--- config.mk ---
export PLATFORM = sky130hd
export DESIGN_NAME = slot_link_core
export DESIGN_NICKNAME = d
export VERILOG_FILES = /design/src/rtl/link_pkg.sv /design/src/rtl/link_rst_sync.sv /design/src/rtl/link_decode.sv /design/src/rtl/link_regs.sv /design/src/rtl/link_ctrl.sv /design/src/rtl/slot_link_core.sv
export SDC_FILE = /design/constraint.sdc
export NUM_CORES = 1
export LEC_CHECK = 0
export BUFFER_PORTS_ARGS = -buffer_cell sky130_fd_sc_hd__buf_2
export CAP_MARGIN = 20
export CORE_MARGIN = 5
export CORE_UTILIZATION = 50
export DETAILED_ROUTE_END_ITERATION = 8
export GPL_ROUTABILITY_DRIVEN = 0
export MAX_ROUTING_LAYER = met4
export PLACE_DENSITY = 0.75
export SLEW_MARGIN = 0
export SYNTH_ARGS = -nofsm -noshare
export SYNTH_HDL_FRONTEND = slang
export SYNTH_SLANG_ARGS = --single-unit
--- constraint.sdc ---
create_clock -name clk -period 3.3 [get_ports clk]
set_clock_uncertainty 0.15 [all_clocks]
set_input_delay 0.66 -clock clk [delete_from_list [all_inputs] [get_ports clk]]
set_output_delay 0.66 -clock clk [all_outputs]
set_load 0.005 [all_outputs]
--- src/rtl/link_pkg.sv ---
package link_pkg;
  localparam int OPW = 5;
  localparam logic [OPW-1:0] OP_CALL = 5'h01;
  localparam logic [OPW-1:0] OP_BRI  = 5'h02;
  localparam logic [OPW-1:0] OP_HALT = 5'h1F;

  typedef enum logic [2:0] {
    S_BOOT, S_FETCH, S_DECODE, S_CALLW, S_BRRD, S_BRLD, S_HALT
  } lk_state_e;

  typedef enum logic [1:0] {K_NOP, K_CALL, K_BRI, K_HALT} lk_kind_e;
endpackage

--- src/rtl/link_rst_sync.sv ---
module link_rst_sync #(
  parameter int STAGES = 2
) (
  input  logic clk,
  input  logic rst_n,
  output logic rst_sync_n
);
  logic [STAGES-1:0] sh_q;
  logic [STAGES-1:0] sh_d;

  always_comb sh_d = {sh_q[STAGES-2:0], 1'b1};

  always_ff @(posedge clk or negedge rst_n) begin
    if (!rst_n) sh_q <= '0;
    else        sh_q <= sh_d;
  end

  assign rst_sync_n = sh_q[STAGES-1];
endmodule

--- src/rtl/link_decode.sv ---
module link_decode #(
  parameter int WORD_W = 32
) (
  input  logic [WORD_W-1:0]   word_i,
  output link_pkg::lk_kind_e  kind_o
);
  import link_pkg::*;
  logic [OPW-1:0] op;

  assign op = word_i[WORD_W-1 -: OPW];

  always_comb begin
    unique case (op)
      OP_CALL: kind_o = K_CALL;
      OP_BRI:  kind_o = K_BRI;
      OP_HALT: kind_o = K_HALT;
      default: kind_o = K_NOP;
    endcase
  end
endmodule

--- src/rtl/link_regs.sv ---
module link_regs #(
  parameter int          WORD_W    = 32,
  parameter int          FIELD_W   = 27,
  parameter logic [31:0] BOOT_ADDR = 32'd0
) (
  input  logic               clk,
  input  logic               rst_n,
  input  logic               pc_inc_en,
  input  logic               pc_load_en,
  input  logic [WORD_W-1:0]  pc_load_val,
  input  logic               fld_en,
  input  logic [FIELD_W-1:0] fld_d,
  output logic [WORD_W-1:0]  pc_q,
  output logic [FIELD_W-1:0] fld_q
);
  logic [WORD_W-1:0]  pc_d;
  logic [FIELD_W-1:0] fld_nx;

  always_comb begin
    if (pc_load_en)     pc_d = pc_load_val;
    else if (pc_inc_en) pc_d = pc_q + WORD_W'(1);
    else                pc_d = pc_q;
  end

  always_comb fld_nx = fld_en ? fld_d : fld_q;

  always_ff @(posedge clk or negedge rst_n) begin
    if (!rst_n) begin
      pc_q  <= WORD_W'(BOOT_ADDR);
      fld_q <= '0;
    end else begin
      pc_q  <= pc_d;
      fld_q <= fld_nx;
    end
  end
endmodule

--- src/rtl/link_ctrl.sv ---
module link_ctrl (
  input  logic                clk,
  input  logic                rst_n,
  input  link_pkg::lk_kind_e  kind_i,
  output logic                req_o,
  output logic                we_o,
  output logic                use_tgt_o,
  output logic                pc_inc_o,
  output logic                pc_load_o,
  output logic                pc_from_mem_o,
  output logic                fld_load_o,
  output logic                done_o,
  output link_pkg::lk_state_e state_o
);
  import link_pkg::*;
  lk_state_e st_q, st_d;

  always_comb begin
    st_d = st_q;
    unique case (st_q)
      S_BOOT:   st_d = S_FETCH;
      S_FETCH:  st_d = S_DECODE;
      S_DECODE: begin
        unique case (kind_i)
          K_CALL:  st_d = S_CALLW;
          K_BRI:   st_d = S_BRRD;
          K_HALT:  st_d = S_HALT;
          default: st_d = S_FETCH;
        endcase
      end
      S_CALLW:  st_d = S_FETCH;
      S_BRRD:   st_d = S_BRLD;
      S_BRLD:   st_d = S_FETCH;
      S_HALT:   st_d = S_HALT;
      default:  st_d = S_BOOT;
    endcase
  end

  always_ff @(posedge clk or negedge rst_n) begin
    if (!rst_n) st_q <= S_BOOT;
    else        st_q <= st_d;
  end

  always_comb begin
    req_o         = (st_q == S_FETCH) || (st_q == S_CALLW) || (st_q == S_BRRD);
    we_o          = (st_q == S_CALLW);
    use_tgt_o     = (st_q == S_CALLW) || (st_q == S_BRRD);
    pc_inc_o      = (st_q == S_DECODE);
    fld_load_o    = (st_q == S_DECODE);
    pc_load_o     = (st_q == S_CALLW) || (st_q == S_BRLD);
    pc_from_mem_o = (st_q == S_BRLD);
    done_o        = (st_q == S_HALT);
  end

  assign state_o = st_q;
endmodule

--- src/rtl/slot_link_core.sv ---
module slot_link_core #(
  parameter int          WORD_W    = 32,
  parameter logic [31:0] BOOT_ADDR = 32'd0,
  parameter int          SYNC_LEN  = 2
) (
  input  logic              clk,
  input  logic              rst_n,
  output logic              mem_req,
  output logic              mem_we,
  output logic [WORD_W-1:0] mem_addr,
  output logic [WORD_W-1:0] mem_wdata,
  input  logic [WORD_W-1:0] mem_rdata,
  output logic              done
);
  import link_pkg::*;
  localparam int FIELD_W = WORD_W - OPW;

  logic               rst_i_n;
  lk_kind_e           kind;
  lk_state_e          st;
  logic               use_tgt, pc_inc, pc_load, pc_from_mem, fld_load;
  logic [WORD_W-1:0]  pc_q, pc_load_val, tgt_ext;
  logic [FIELD_W-1:0] fld_q;

  link_rst_sync #(.STAGES(SYNC_LEN)) u_sync (
    .clk(clk), .rst_n(rst_n), .rst_sync_n(rst_i_n));

  link_decode #(.WORD_W(WORD_W)) u_dec (.word_i(mem_rdata), .kind_o(kind));

  link_ctrl u_ctrl (
    .clk(clk), .rst_n(rst_i_n), .kind_i(kind),
    .req_o(mem_req), .we_o(mem_we), .use_tgt_o(use_tgt),
    .pc_inc_o(pc_inc), .pc_load_o(pc_load), .pc_from_mem_o(pc_from_mem),
    .fld_load_o(fld_load), .done_o(done), .state_o(st));

  link_regs #(.WORD_W(WORD_W), .FIELD_W(FIELD_W), .BOOT_ADDR(BOOT_ADDR)) u_regs (
    .clk(clk), .rst_n(rst_i_n),
    .pc_inc_en(pc_inc), .pc_load_en(pc_load), .pc_load_val(pc_load_val),
    .fld_en(fld_load), .fld_d(mem_rdata[FIELD_W-1:0]),
    .pc_q(pc_q), .fld_q(fld_q));

  assign tgt_ext     = {{OPW{1'b0}}, fld_q};
  assign pc_load_val = pc_from_mem ? mem_rdata : tgt_ext + WORD_W'(1);
  assign mem_addr    = use_tgt ? tgt_ext : pc_q;
  assign mem_wdata   = pc_q;

  // stored link value is the fetch address two cycles earlier plus one
  p_ret_addr_r2: assert property (@(posedge clk) disable iff (!rst_i_n)
    (mem_req && mem_we) |-> mem_wdata == $past(mem_addr, 2) + WORD_W'(1));

  // the write is followed by a fetch just past the slot
  p_enter_r3: assert property (@(posedge clk) disable iff (!rst_i_n)
    (mem_req && mem_we) |=> (mem_req && !mem_we && mem_addr == $past(mem_addr) + WORD_W'(1)));

  // fetch after an indirect branch goes where the slot word pointed
  p_branch_r4: assert property (@(posedge clk) disable iff (!rst_i_n)
    (st == S_BRLD) |=> (mem_req && !mem_we && mem_addr == $past(mem_rdata)));

  // a fetch request is followed by an idle decode cycle
  p_gap_r6: assert property (@(posedge clk) disable iff (!rst_i_n)
    (st == S_FETCH) |=> !mem_req);

  // done is terminal and silences the memory port
  p_halt_r7: assert property (@(posedge clk) disable iff (!rst_i_n)
    done |=> (done && !mem_req));
endmodule

==> results of run 1 <==
sequential cells by signal, summed over array words and instances, names as in the netlist:
| register | count |
|---|---|
| u_regs.fld_q | 27 |
| u_ctrl.state_o | 3 |
| u_regs.pc_q | 32 |
| u_sync.sh_q | 2 |
cell usage in the layout (no fill, tap or decap), types with 7 or more instances in the layout:
master	count
sky130_fd_sc_hd__buf_2	100
sky130_fd_sc_hd__dfrtp_1	63
sky130_fd_sc_hd__mux2_2	50
sky130_fd_sc_hd__nor2_1	46
sky130_fd_sc_hd__nand2_1	44
sky130_fd_sc_hd__o21ai_0	38
sky130_fd_sc_hd__nand3_1	24
sky130_fd_sc_hd__a21oi_1	21
sky130_fd_sc_hd__xnor2_1	17
sky130_fd_sc_hd__buf_4	17
sky130_fd_sc_hd__nand4_1	13
sky130_fd_sc_hd__nor3_1	13
sky130_fd_sc_hd__and3_1	10
sky130_fd_sc_hd__clkbuf_8	10
sky130_fd_sc_hd__xor2_1	9
sky130_fd_sc_hd__inv_1	8
sky130_fd_sc_hd__and2_1	8
sky130_fd_sc_hd__and4_1	8
sky130_fd_sc_hd__mux2i_1	7
worst max-delay path: stages, from the launching register on:
cell,delay [ns]
sky130_fd_sc_hd__dfrtp_1,0.34
sky130_fd_sc_hd__buf_4,0.25
sky130_fd_sc_hd__nand2b_1,0.23
sky130_fd_sc_hd__nor2_1,0.07
sky130_fd_sc_hd__nor2_2,0.11
sky130_fd_sc_hd__buf_4,0.35
sky130_fd_sc_hd__mux2_2,0.39
sky130_fd_sc_hd__buf_2,0.13
power by group:
group | internal (mW) | switching, mW | total, mW
Clock | 0.289 | 0.311 | 0.600
Sequential | 1.13 | 0.587 | 1.72
Combinational | 1.36 | 1.38 | 2.74
Total | 2.78 | 2.28 | 5.06
worst paths after layout:
path / startpoint / end / slack, ns / depth (start not counted)
hold reg to reg: u_sync.sh_q[1] / u_regs.pc_q[28] / 0.09 / 0
hold / removal: u_sync.sh_q[1] / u_regs.pc_q[28] / 0.09 / 0
setup / recovery: u_ctrl.state_o[1] / mem_addr[4] / 0.27 / 7
min in group clk: u_sync.sh_q[0] / u_sync.sh_q[1] / 0.20 / 0
setup reg to reg: u_ctrl.state_o[0] / u_regs.pc_q[11] / 0.73 / 6
max in group asynchronous: u_sync.sh_q[1] / u_regs.pc_q[9] / 1.96 / 1
logic make-up (layout without fill, tap and decap cells):
logic type,after synthesis,count (layout)
adders and majority gates,2,2
DFF,64,64
AOI/OAI and AO/OA,123,123
muxes,57,57
xor gates and xnor gates,26,26
buffers and inverters,35,142
other,1,1
and+or+nand+nor,192,192
final cells by class:
| cell class | instances | area share |
|---|---|---|
| multi-input cells | 401 | 0.515 |
| inverters | 8 | 0.00566 |
| well taps | 108 | 0.0255 |
| clock buffers | 12 | 0.0274 |
| flip-flops and latches | 64 | 0.302 |
| repair buffers | 118 | 0.120 |
| clock inverters | 4 | 0.00377 |
per-layer routing:
layer,vias up,GRT usage
met3,36,0.0395
li1,2067,-
met2,198,0.396
met1,2146,0.341
met4,0,0.103
met5,-,-
what timing repair did:
| item | CTS | global route |
|---|---|---|
| setup buffers | 0 | 0 |
| endpoints found under the hold margin | 2 | 0 |
| hold buffers | 1 | 0 |
==> qor.yml, run 1 <==
timing:
  max_freq_ghz: 0.330
  period_minus_ws_final_ns: 3.03
  whs_ns: 0.0895
  slew-limit-headroom: 0.542
  fin_tns_setup_ns: 0
  postLayoutSetupSlackWorst_ns: 0.265
  report.final.setup_viol: 0
  layout_worst_path_cycle_share: 0.920
  hold_viol_final: 0
  worst_slew_pin_slew_ns: 0.684
  grt_setup_unrepaired: "no"
  final-max-slew-violation-count: 0
worst_setup_path:
  crit_path_end_kind: "primary output"
  crit_path_start_kind: "flop"
  worst-setup-path-type: "flop to primary output"
  cp.required_ns: 2.49
  critPathMaxFanout: 25
  critPathArrivalTime_ns: 2.22
logic_synthesis:
  synthAdderAreaFrac: 0.00560
  synth_simple_gate_area_share: 0.229
  synthXorXnorAreaFrac: 0.0509
  synth_top_family_by_area: "simple AND/OR/NAND/NOR gates"
  synthesis.nets: 536
  post_synth_instance_area_mm2: 0.00447
  yosys_most_used_dff: "sky130_fd_sc_hd__dfrtp_1"
  yosys.cell_count.top_type: "sky130_fd_sc_hd__dfrtp_1"
  synth_compound_area_frac: 0.182
  synth_cells: 500
  total_number_of_yosys_warnings: 0
  synth_commonest_cells: "sky130_fd_sc_hd__dfrtp_1, sky130_fd_sc_hd__mux2_2, sky130_fd_sc_hd__nor2_1, sky130_fd_sc_hd__nand2_1, sky130_fd_sc_hd__o21ai_0"
  yosys-top-cells-area: "sky130_fd_sc_hd__dfrtp_1, sky130_fd_sc_hd__mux2_2, sky130_fd_sc_hd__o21ai_0, sky130_fd_sc_hd__nor2_1, sky130_fd_sc_hd__nand2_1"
  synth-edff-count: 0
  synth.yosys.seq_area_share: 0.358
  synth-seq-cells: 64
  mean_post_synth_cell_area_um2: 8.94
  post_synth_num_cell_types: 59
  synth.mux.area_fraction: 0.142
  ys_async_sr_fraction: 1.00
  synth_top_area_frac: 0.358
  synthDominantAreaCellType: "sky130_fd_sc_hd__dfrtp_1"
place:
  port_buffers: 100
  dpl.cell_count: 698
  hpwlAfterDp_um: 9730
  pre_cts_ws_ns: 0.654
  postPlaceCellArea_mm2: 0.00513
final_layout:
  layout.area.seq_mm2: 0.00160
  multi_input_area_mm2: 0.00273
  post-route-util: 0.608
  final_cell_area_mm2: 0.00531
  fill_cell_count: 764
  num-nets-final: 638
  syn2layout_area_growth_pct: 18.7
  diodes: 0
  layout-drive-gt1-share: 0.328
  instances_no_fill: 715
clock_tree:
  register_clock_pin_slew_on_the_reported_worst_setup_and_hold_paths_ns: 0.07
  clkSinkCount: 64
  tritoncts_buffers: 9
  cts_resizes: 0
  cts_tree: "done"
  htree_levels: 3
  max-clock-path-buffers: 2
  cts_root_buf: "sky130_fd_sc_hd__clkbuf_8"
  worstSkewPairLatency_ns: 0.34
routing:
  drc: 0
  final_antenna_net_count: 0
  route.detailed.wl_per_inst_um: 19.2
  firstDrtPassIters: 7
  wl_um: 13700
  dr_total_vias: 4447
  routed_via_density: 6.22
  dr_wl_met2_um: 6520
  top_signal_layer_used: "met4"
  wl_met1_um: 5920
  drt_first_iter_violations: 301
  routed-wl-met3_um: 904
power:
  vdd_drop_max_mv: 0.380
  p_leak_nw: 2.32
  post-layout-total-power_mw: 5.06
  cellPowerDensity_mw_per_mm2: 953
grt:
  grt_pass1_wl_um: 22600
  grt.overflow.total: 0
  first_global_vias: 4411
  grt_max_degree: 42
  grtUsageTotal: 0.257
  grt_antenna_before_repair: 0
floorplanning:
  core_ar_mm2: 0.00872
  floorplan.die_area_mm2: 0.0109
  rows: 34
  die_w_um: 105
  io-pin-count: 101
  initial_utilization: 0.513
  die_height_um: 105
job:
  cap_viol_max_count: 0
min_path:
  hp-class: "flop to async pin"
run_status:
  outcome: "finished clean"
No activity file was read; power rests on OpenSTA's default activity.
==> run 2, diff against run 1 <==
--- a/config.mk
+++ b/config.mk
@@ -5,14 +5,12 @@
 export SDC_FILE = /design/constraint.sdc
 export NUM_CORES = 1
 export LEC_CHECK = 0
-export BUFFER_PORTS_ARGS = -buffer_cell sky130_fd_sc_hd__buf_2
 export CAP_MARGIN = 20
 export CORE_MARGIN = 5
 export CORE_UTILIZATION = 50
 export DETAILED_ROUTE_END_ITERATION = 8
-export GPL_ROUTABILITY_DRIVEN = 0
+export DONT_BUFFER_PORTS = 1
 export MAX_ROUTING_LAYER = met4
-export PLACE_DENSITY = 0.75
 export SLEW_MARGIN = 0
 export SYNTH_ARGS = -nofsm -noshare
 export SYNTH_HDL_FRONTEND = slang
==> run 2 against run 1 <==
  * Sequential share of layout area up 2.7 points
  * Clock power rose by 19%
  * Total power shrank 4.4%
  * Die area is the same
  * Design area shrank 8.1%
  * Sequential power increased by 4%
  * Wire length shrank 2.6%
  * Hold slack better by 0.027 ns
  * Via count is 10% lower
  * Global-route usage is 0.69 points lower
  * Sequential cell count did not move
  * Non-clock buffer count down 98
  * Critical path type unchanged
  * Critical endpoint is now mem_addr[22]
  * Largest power group unchanged
==> qor.yml, run 2 (synthesis results as in run 1) <==
run_status:
  outcome: "finished clean"
timing:
  fin_tns_setup_ns: 0  # unchanged
  grt_setup_unrepaired: "no"
  worst_slew_pin_slew_ns: 0.823  # +0.139 ns
  whs_ns: 0.117  # +0.0272 ns
  slew-limit-headroom: 0.450  # -0.0927
  report.final.setup_viol: 0  # unchanged
  hold_viol_final: 0  # unchanged
  layout_worst_path_cycle_share: 0.921  # +0.00163
  period_minus_ws_final_ns: 3.04  # +0.00536 ns
  final-max-slew-violation-count: 0  # unchanged
  max_freq_ghz: 0.329  # -0.18%
power:
  cellPowerDensity_mw_per_mm2: 992  # +4.0%
  post-layout-total-power_mw: 4.83  # -4.4%
  vdd_drop_max_mv: 0.479  # +26%
  p_leak_nw: 1.95  # -16%
worst_setup_path:
  crit_buf_inv: 4  # +1
  cpMaxStageDelayCell: "sky130_fd_sc_hd__dfrtp_1"
  timing.rr.end: "u_regs.pc_q[26]"
  worst_r2r_startpoint: "u_regs.fld_q[0]"
  worst-setup-path-type: "flop to primary output"
  cp.required_ns: 2.49  # about the same
  crit_path_start_kind: "flop"
  crit_path_end_kind: "primary output"
  worstPathCellList: "inv_1, nor2_1, nand2_1, buf_4, inv_1, nor2_4, buf_4, mux2_2"
  r2r_cells: 7  # +1
  r2r_slack_ns: 0.70  # -0.03 ns
  critPathArrivalTime_ns: 2.23  # about the same
  critPathMaxFanout: 11  # -56%
  critPathMaxStageDelay_ns: 0.44  # +0.05 ns
  critical_path.top_delay_family: "buffers and inverters"
clock_tree:
  tritoncts_buffers: 9  # unchanged
  cts_tree: "done"
  clkSinkCount: 64  # unchanged
  max-clock-path-buffers: 2  # unchanged
  post-cts-setup-buffer-count: 0  # unchanged
  worstSkewPairLatency_ns: 0.35  # about the same
  cts_root_buf: "sky130_fd_sc_hd__clkbuf_8"
  htree_levels: 3  # unchanged
  register_clock_pin_slew_on_the_reported_worst_setup_and_hold_paths_ns: 0.07  # about the same
grt:
  first_global_vias: 3930  # -11%
  grt_pass1_wl_um: 21600  # -4.5%
  grtUsageTotal: 0.250  # -0.00690
  grt_antenna_before_repair: 0  # unchanged
  grt_max_degree: 34  # -19%
  grt.overflow.total: 0  # unchanged
routing:
  route.detailed.wl_per_inst_um: 21.7  # +13%
  dr_wl_met2_um: 6080  # -6.8%
  dr_total_vias: 3988  # -10%
  final_antenna_net_count: 0  # unchanged
  firstDrtPassIters: 6  # -1
  routed_via_density: 6.47  # +4.1%
  wl_met1_um: 6060  # +2.5%
  drt_first_iter_violations: 221  # -27%
  top_signal_layer_used: "met4"
  routed-wl-met3_um: 977  # +8.1%
  drc: 0  # unchanged
  wl_um: 13400  # -2.6%
final_layout:
  syn2layout_area_growth_pct: 9.04
  mostFrequentLayoutCells: "sky130_fd_sc_hd__dfrtp_1, sky130_fd_sc_hd__mux2_2, sky130_fd_sc_hd__nor2_1"
  layout-drive-gt1-share: 0.199  # -0.129
  diodes: 0  # unchanged
  fill_cell_count: 798  # +4.5%
  num-nets-final: 540  # -15%
  instances_no_fill: 616  # -14%
  top_register: "u_regs.pc_q"
  max_reg_flops: 32  # unchanged
  most_common_cell_after_layout_fill_and_taps_aside: "sky130_fd_sc_hd__dfrtp_1"
floorplanning:
  die_height_um: 105  # unchanged
  initial_utilization: 0.513  # unchanged
  die_w_um: 105  # unchanged
  io-pin-count: 101  # unchanged
  floorplan.die_area_mm2: 0.0109  # unchanged
  rows: 34  # unchanged
  core_ar_mm2: 0.00872  # unchanged
place:
  finalWeightedCongestion: 0.903
  hpwlAfterDp_um: 9600  # -1.4%
  port_buffers: 0  # -100%
  dpl.cell_count: 600  # -14%
job:
  cap_viol_max_count: 0  # unchanged
min_path:
  hp-class: "flop to async pin"
## run 2: metal layers
metal / global-route usage / vias up
li1: - / 1872
met1: 0.340 / 1926
met2: 0.384 / 170
met5: - / -
met4: 0.0777 / 0
met3: 0.0432 / 20
## run 2: repair_timing
| action | 4_1_cts | 5_1_grt |
|---|---|---|
| hold buffers | 1 | 0 |
| endpoints found under the hold margin | 2 | 0 |
| resized for setup | 0 | 0 |
## run 2: cell type report
class	instances	area [µm²]	area share
Clock buffer	12	155	0.0318
Clock inverter	3	42.5	0.00873
Inverter	8	30.0	0.00616
Multi-Input combinational cell	401	2740	0.563
Sequential cell	64	1600	0.329
Tap cell	108	135	0.0277
Timing Repair Buffer	20	165	0.0339
## run 2: how the worst max path moves through the flow
| stage | from | end | slack (ns) | cells past startpoint |
|---|---|---|---|---|
| global route | u_ctrl.state_o[1] | mem_addr[22] | 0.08 | 8 |
| detailed placement | u_ctrl.state_o[1] | mem_addr[22] | 0.64 | 8 |
| global placement | u_ctrl.state_o[1] | mem_addr[15] | 0.67 | 8 |
| floorplan | u_ctrl.state_o[1] | mem_addr[10] | 0.75 | 8 |
| CTS | u_ctrl.state_o[1] | mem_addr[22] | 0.25 | 8 |
| finish | u_ctrl.state_o[1] | mem_addr[22] | 0.26 | 8 |
## run 2: where the power goes
part / switching (mW) / internal [mW] / leakage [nW]
logic: 1.21 / 1.12 / 1.11
clock network: 0.325 / 0.386 / 0.0985
registers: 0.663 / 1.13 / 0.747
total: 2.19 / 2.64 / 1.95
## run 2: worst register-to-register path, cell delays in order (launching register included)
cell                       delay, ns
sky130_fd_sc_hd__dfrtp_1        0.50
sky130_fd_sc_hd__ha_1           0.30
sky130_fd_sc_hd__nand2_1        0.19
sky130_fd_sc_hd__nor4_4         0.56
sky130_fd_sc_hd__nand3_1        0.19
sky130_fd_sc_hd__xnor2_1        0.17
sky130_fd_sc_hd__a221oi_1       0.27
sky130_fd_sc_hd__o21ai_0        0.13
## run 2: through the flow
step,area (µm²),util,setup slack [ns]
global placement,4670,0.535,0.668
CTS,4870,0.559,0.248
global route,4870,0.559,0.0814
finish,4870,0.559,0.260
floorplan,4470,-,0.750
detailed placement,4670,0.535,0.635
==> run 3, diff against run 2 <==
--- a/config.mk
+++ b/config.mk
@@ -6,11 +6,14 @@
 export NUM_CORES = 1
 export LEC_CHECK = 0
 export CAP_MARGIN = 20
+export CELL_PAD_IN_SITES_DETAIL_PLACEMENT = 0
+export CELL_PAD_IN_SITES_GLOBAL_PLACEMENT = 1
 export CORE_MARGIN = 5
-export CORE_UTILIZATION = 50
+export CORE_UTILIZATION = 48
 export DETAILED_ROUTE_END_ITERATION = 8
 export DONT_BUFFER_PORTS = 1
 export MAX_ROUTING_LAYER = met4
+export PLACE_DENSITY_LB_ADDON = 0.1
 export SLEW_MARGIN = 0
 export SYNTH_ARGS = -nofsm -noshare
 export SYNTH_HDL_FRONTEND = slang
==> run 3 against run 2 <==
  * Register-to-register slack better by 0.03 ns
  * Non-clock buffer count fell by 1
  * Highest routed layer unchanged
  * Largest power group unchanged
  * Fmax rose by 2.7%
==> qor.yml, run 3 (synthesis results as in run 1) <==
worst_setup_path:
  critPathMaxStageDelay_ns: 0.50  # +0.06 ns
  crit_path_end_kind: "primary output"
  critical_path.top_delay_family: "simple AND/OR/NAND/NOR gates"
  worstPathCellList: "nand2b_1, nor2_1, nor2_4, buf_12, mux2_2"
  cp.required_ns: 2.49  # about the same
  crit_buf_inv: 1  # -3
  worst-setup-path-type: "flop to primary output"
  cpMaxStageDelayCell: "sky130_fd_sc_hd__dfrtp_1"
  crit_path_start_kind: "flop"
  critPathArrivalTime_ns: 2.15  # -0.08 ns
  critPathMaxFanout: 27  # +16
clock_tree:
  max-clock-path-buffers: 2  # unchanged
  htree_levels: 3  # unchanged
  worstSkewPairLatency_ns: 0.35  # about the same
  cts_resizes: 0  # unchanged
  cts_root_buf: "sky130_fd_sc_hd__clkbuf_8"
  register_clock_pin_slew_on_the_reported_worst_setup_and_hold_paths_ns: 0.08  # about the same
  tritoncts_buffers: 9  # unchanged
  cts_tree: "done"
  clkSinkCount: 64  # unchanged
floorplanning:
  floorplan.die_area_mm2: 0.0113  # +3.8%
  die_w_um: 107  # +1.9%
  io-pin-count: 101  # unchanged
  rows: 35  # +2.9%
  core_ar_mm2: 0.00915  # +4.9%
  die_height_um: 107  # +1.9%
  initial_utilization: 0.488  # -0.0242
power:
  p_leak_nw: 1.96  # +0.24%
  clkPwrFrac: 0.145  # -0.002
  sequentialPowerShare: 0.364  # -0.007
  switching_share: 0.458  # +0.00463
  vdd_drop_max_mv: 0.446  # -6.8%
  cellPowerDensity_mw_per_mm2: 998  # +0.64%
  total_switching_power_mw: 2.24  # +1.9%
  intPower_mw: 2.64  # about the same
  combPwrFrac: 0.491  # +0.009
place:
  hpwlAfterDp_um: 10200  # +6.4%
  finalWeightedCongestion: 0.900  # -0.31%
  port_buffers: 0  # unchanged
  postPlaceCellArea_mm2: 0.00468  # +0.19%
timing:
  layout_worst_path_cycle_share: 0.897  # -0.0240
  whs_ns: 0.203  # +0.0864 ns
  final-max-slew-violation-count: 0  # unchanged
  hold_viol_final: 0  # unchanged
  slew-limit-headroom: 0.456  # +0.00661
  grt_setup_unrepaired: "no"
  worst_slew_pin_slew_ns: 0.813  # -0.00988 ns
  max_freq_ghz: 0.338  # +2.7%
  fin_tns_setup_ns: 0  # unchanged
  period_minus_ws_final_ns: 2.96  # -0.0791 ns
  report.final.setup_viol: 0  # unchanged
grt:
  grt.overflow.total: 0  # unchanged
  grt_pass1_wl_um: 22800  # +5.5%
  first_global_vias: 4008  # +2.0%
  grt_max_degree: 33  # -2.9%
  grtUsageTotal: 0.263  # +0.0125
  grt_antenna_before_repair: 0  # unchanged
routing:
  routed_via_density: 6.53  # +0.91%
  wl_um: 14200  # +6.5%
  firstDrtPassIters: 5  # -1
  dr_total_vias: 4044  # +1.4%
  drt_first_iter_violations: 296  # +34%
  final_antenna_net_count: 0  # unchanged
  route.detailed.wl_per_inst_um: 23.0  # +6.0%
  drc: 0  # unchanged
final_layout:
  fill_cell_count: 869  # +8.9%
  mostFrequentLayoutCells: "sky130_fd_sc_hd__dfrtp_1, sky130_fd_sc_hd__mux2_2, sky130_fd_sc_hd__nor2_1"
  layout-drive-gt1-share: 0.197  # -0.00197
  num-nets-final: 539  # -0.19%
  syn2layout_area_growth_pct: 9.26
  final_cell_area_mm2: 0.00488  # +0.21%
  top_register: "u_regs.pc_q"
  diodes: 0  # unchanged
  most_common_cell_after_layout_fill_and_taps_aside: "sky130_fd_sc_hd__dfrtp_1"
  max_reg_flops: 32  # unchanged
job:
  cap_viol_max_count: 0  # unchanged
min_path:
  hp-class: "flop to async pin"
run_status:
  outcome: "finished clean"
run 3: worst paths after layout:
kind / start / end / slack [ns] / cells past startpoint
max in group asynchronous: u_sync.sh_q[1] / u_regs.pc_q[18] / 2.04 / 1
worst max register to register: u_ctrl.state_o[0] / u_regs.pc_q[27] / 0.73 / 8
worst min register to register: u_sync.sh_q[1] / u_regs.fld_q[24] / 0.20 / 0
min in group clk: u_sync.sh_q[0] / u_sync.sh_q[1] / 0.20 / 0
worst max-delay path: u_ctrl.state_o[2] / mem_addr[9] / 0.34 / 5
worst min-delay path: u_sync.sh_q[1] / u_regs.fld_q[24] / 0.20 / 0
run 3: metal layers:
| metal | wire length, µm | vias to the layer above | global-route usage | share of wire |
|---|---|---|---|---|
| met5 | 0 | - | - | 0 |
| met4 | 182 | 0 | 0.0612 | 0.013 |
| met3 | 1050 | 16 | 0.0534 | 0.074 |
| met2 | 6680 | 157 | 0.413 | 0.47 |
| met1 | 6330 | 2002 | 0.353 | 0.44 |
| li1 | - | 1869 | - | - |
run 3: through the flow:
step	instances	setup slack [ns]	util	power, mW
floorplan	500	0.750	-	3.41
global placement	602	0.696	0.511	4.11
detailed placement	602	0.690	0.511	4.16
CTS	619	0.312	0.534	4.87
global route	619	0.216	0.534	5.22
finish	619	0.339	0.534	4.88
run 3: timing repair:
action,CTS,global route
hold buffers,1,0
buffers inserted,0,0
endpoints found under the hold margin,2,0
run 3: cell type report:
class / instances / area, µm² / share of cell area
flip-flops and latches: 64 / 1600 / 0.328
multi-input cells: 401 / 2740 / 0.562
clock inverters: 3 / 40.0 / 0.00820
repair buffers: 19 / 170 / 0.0348
clock buffers: 13 / 159 / 0.0325
well taps: 111 / 139 / 0.0284
inverters: 8 / 30.0 / 0.00615
run 3: power groups by stage:
stage | Clock, mW | Combinational (mW) | Sequential [mW]
floorplan | 0 | 1.86 | 1.55
CTS | 0.709 | 2.40 | 1.77
finish | 0.706 | 2.39 | 1.78
global placement | 0 | 2.35 | 1.76
global route | 0.750 | 2.62 | 1.86
detailed placement | 0 | 2.38 | 1.78
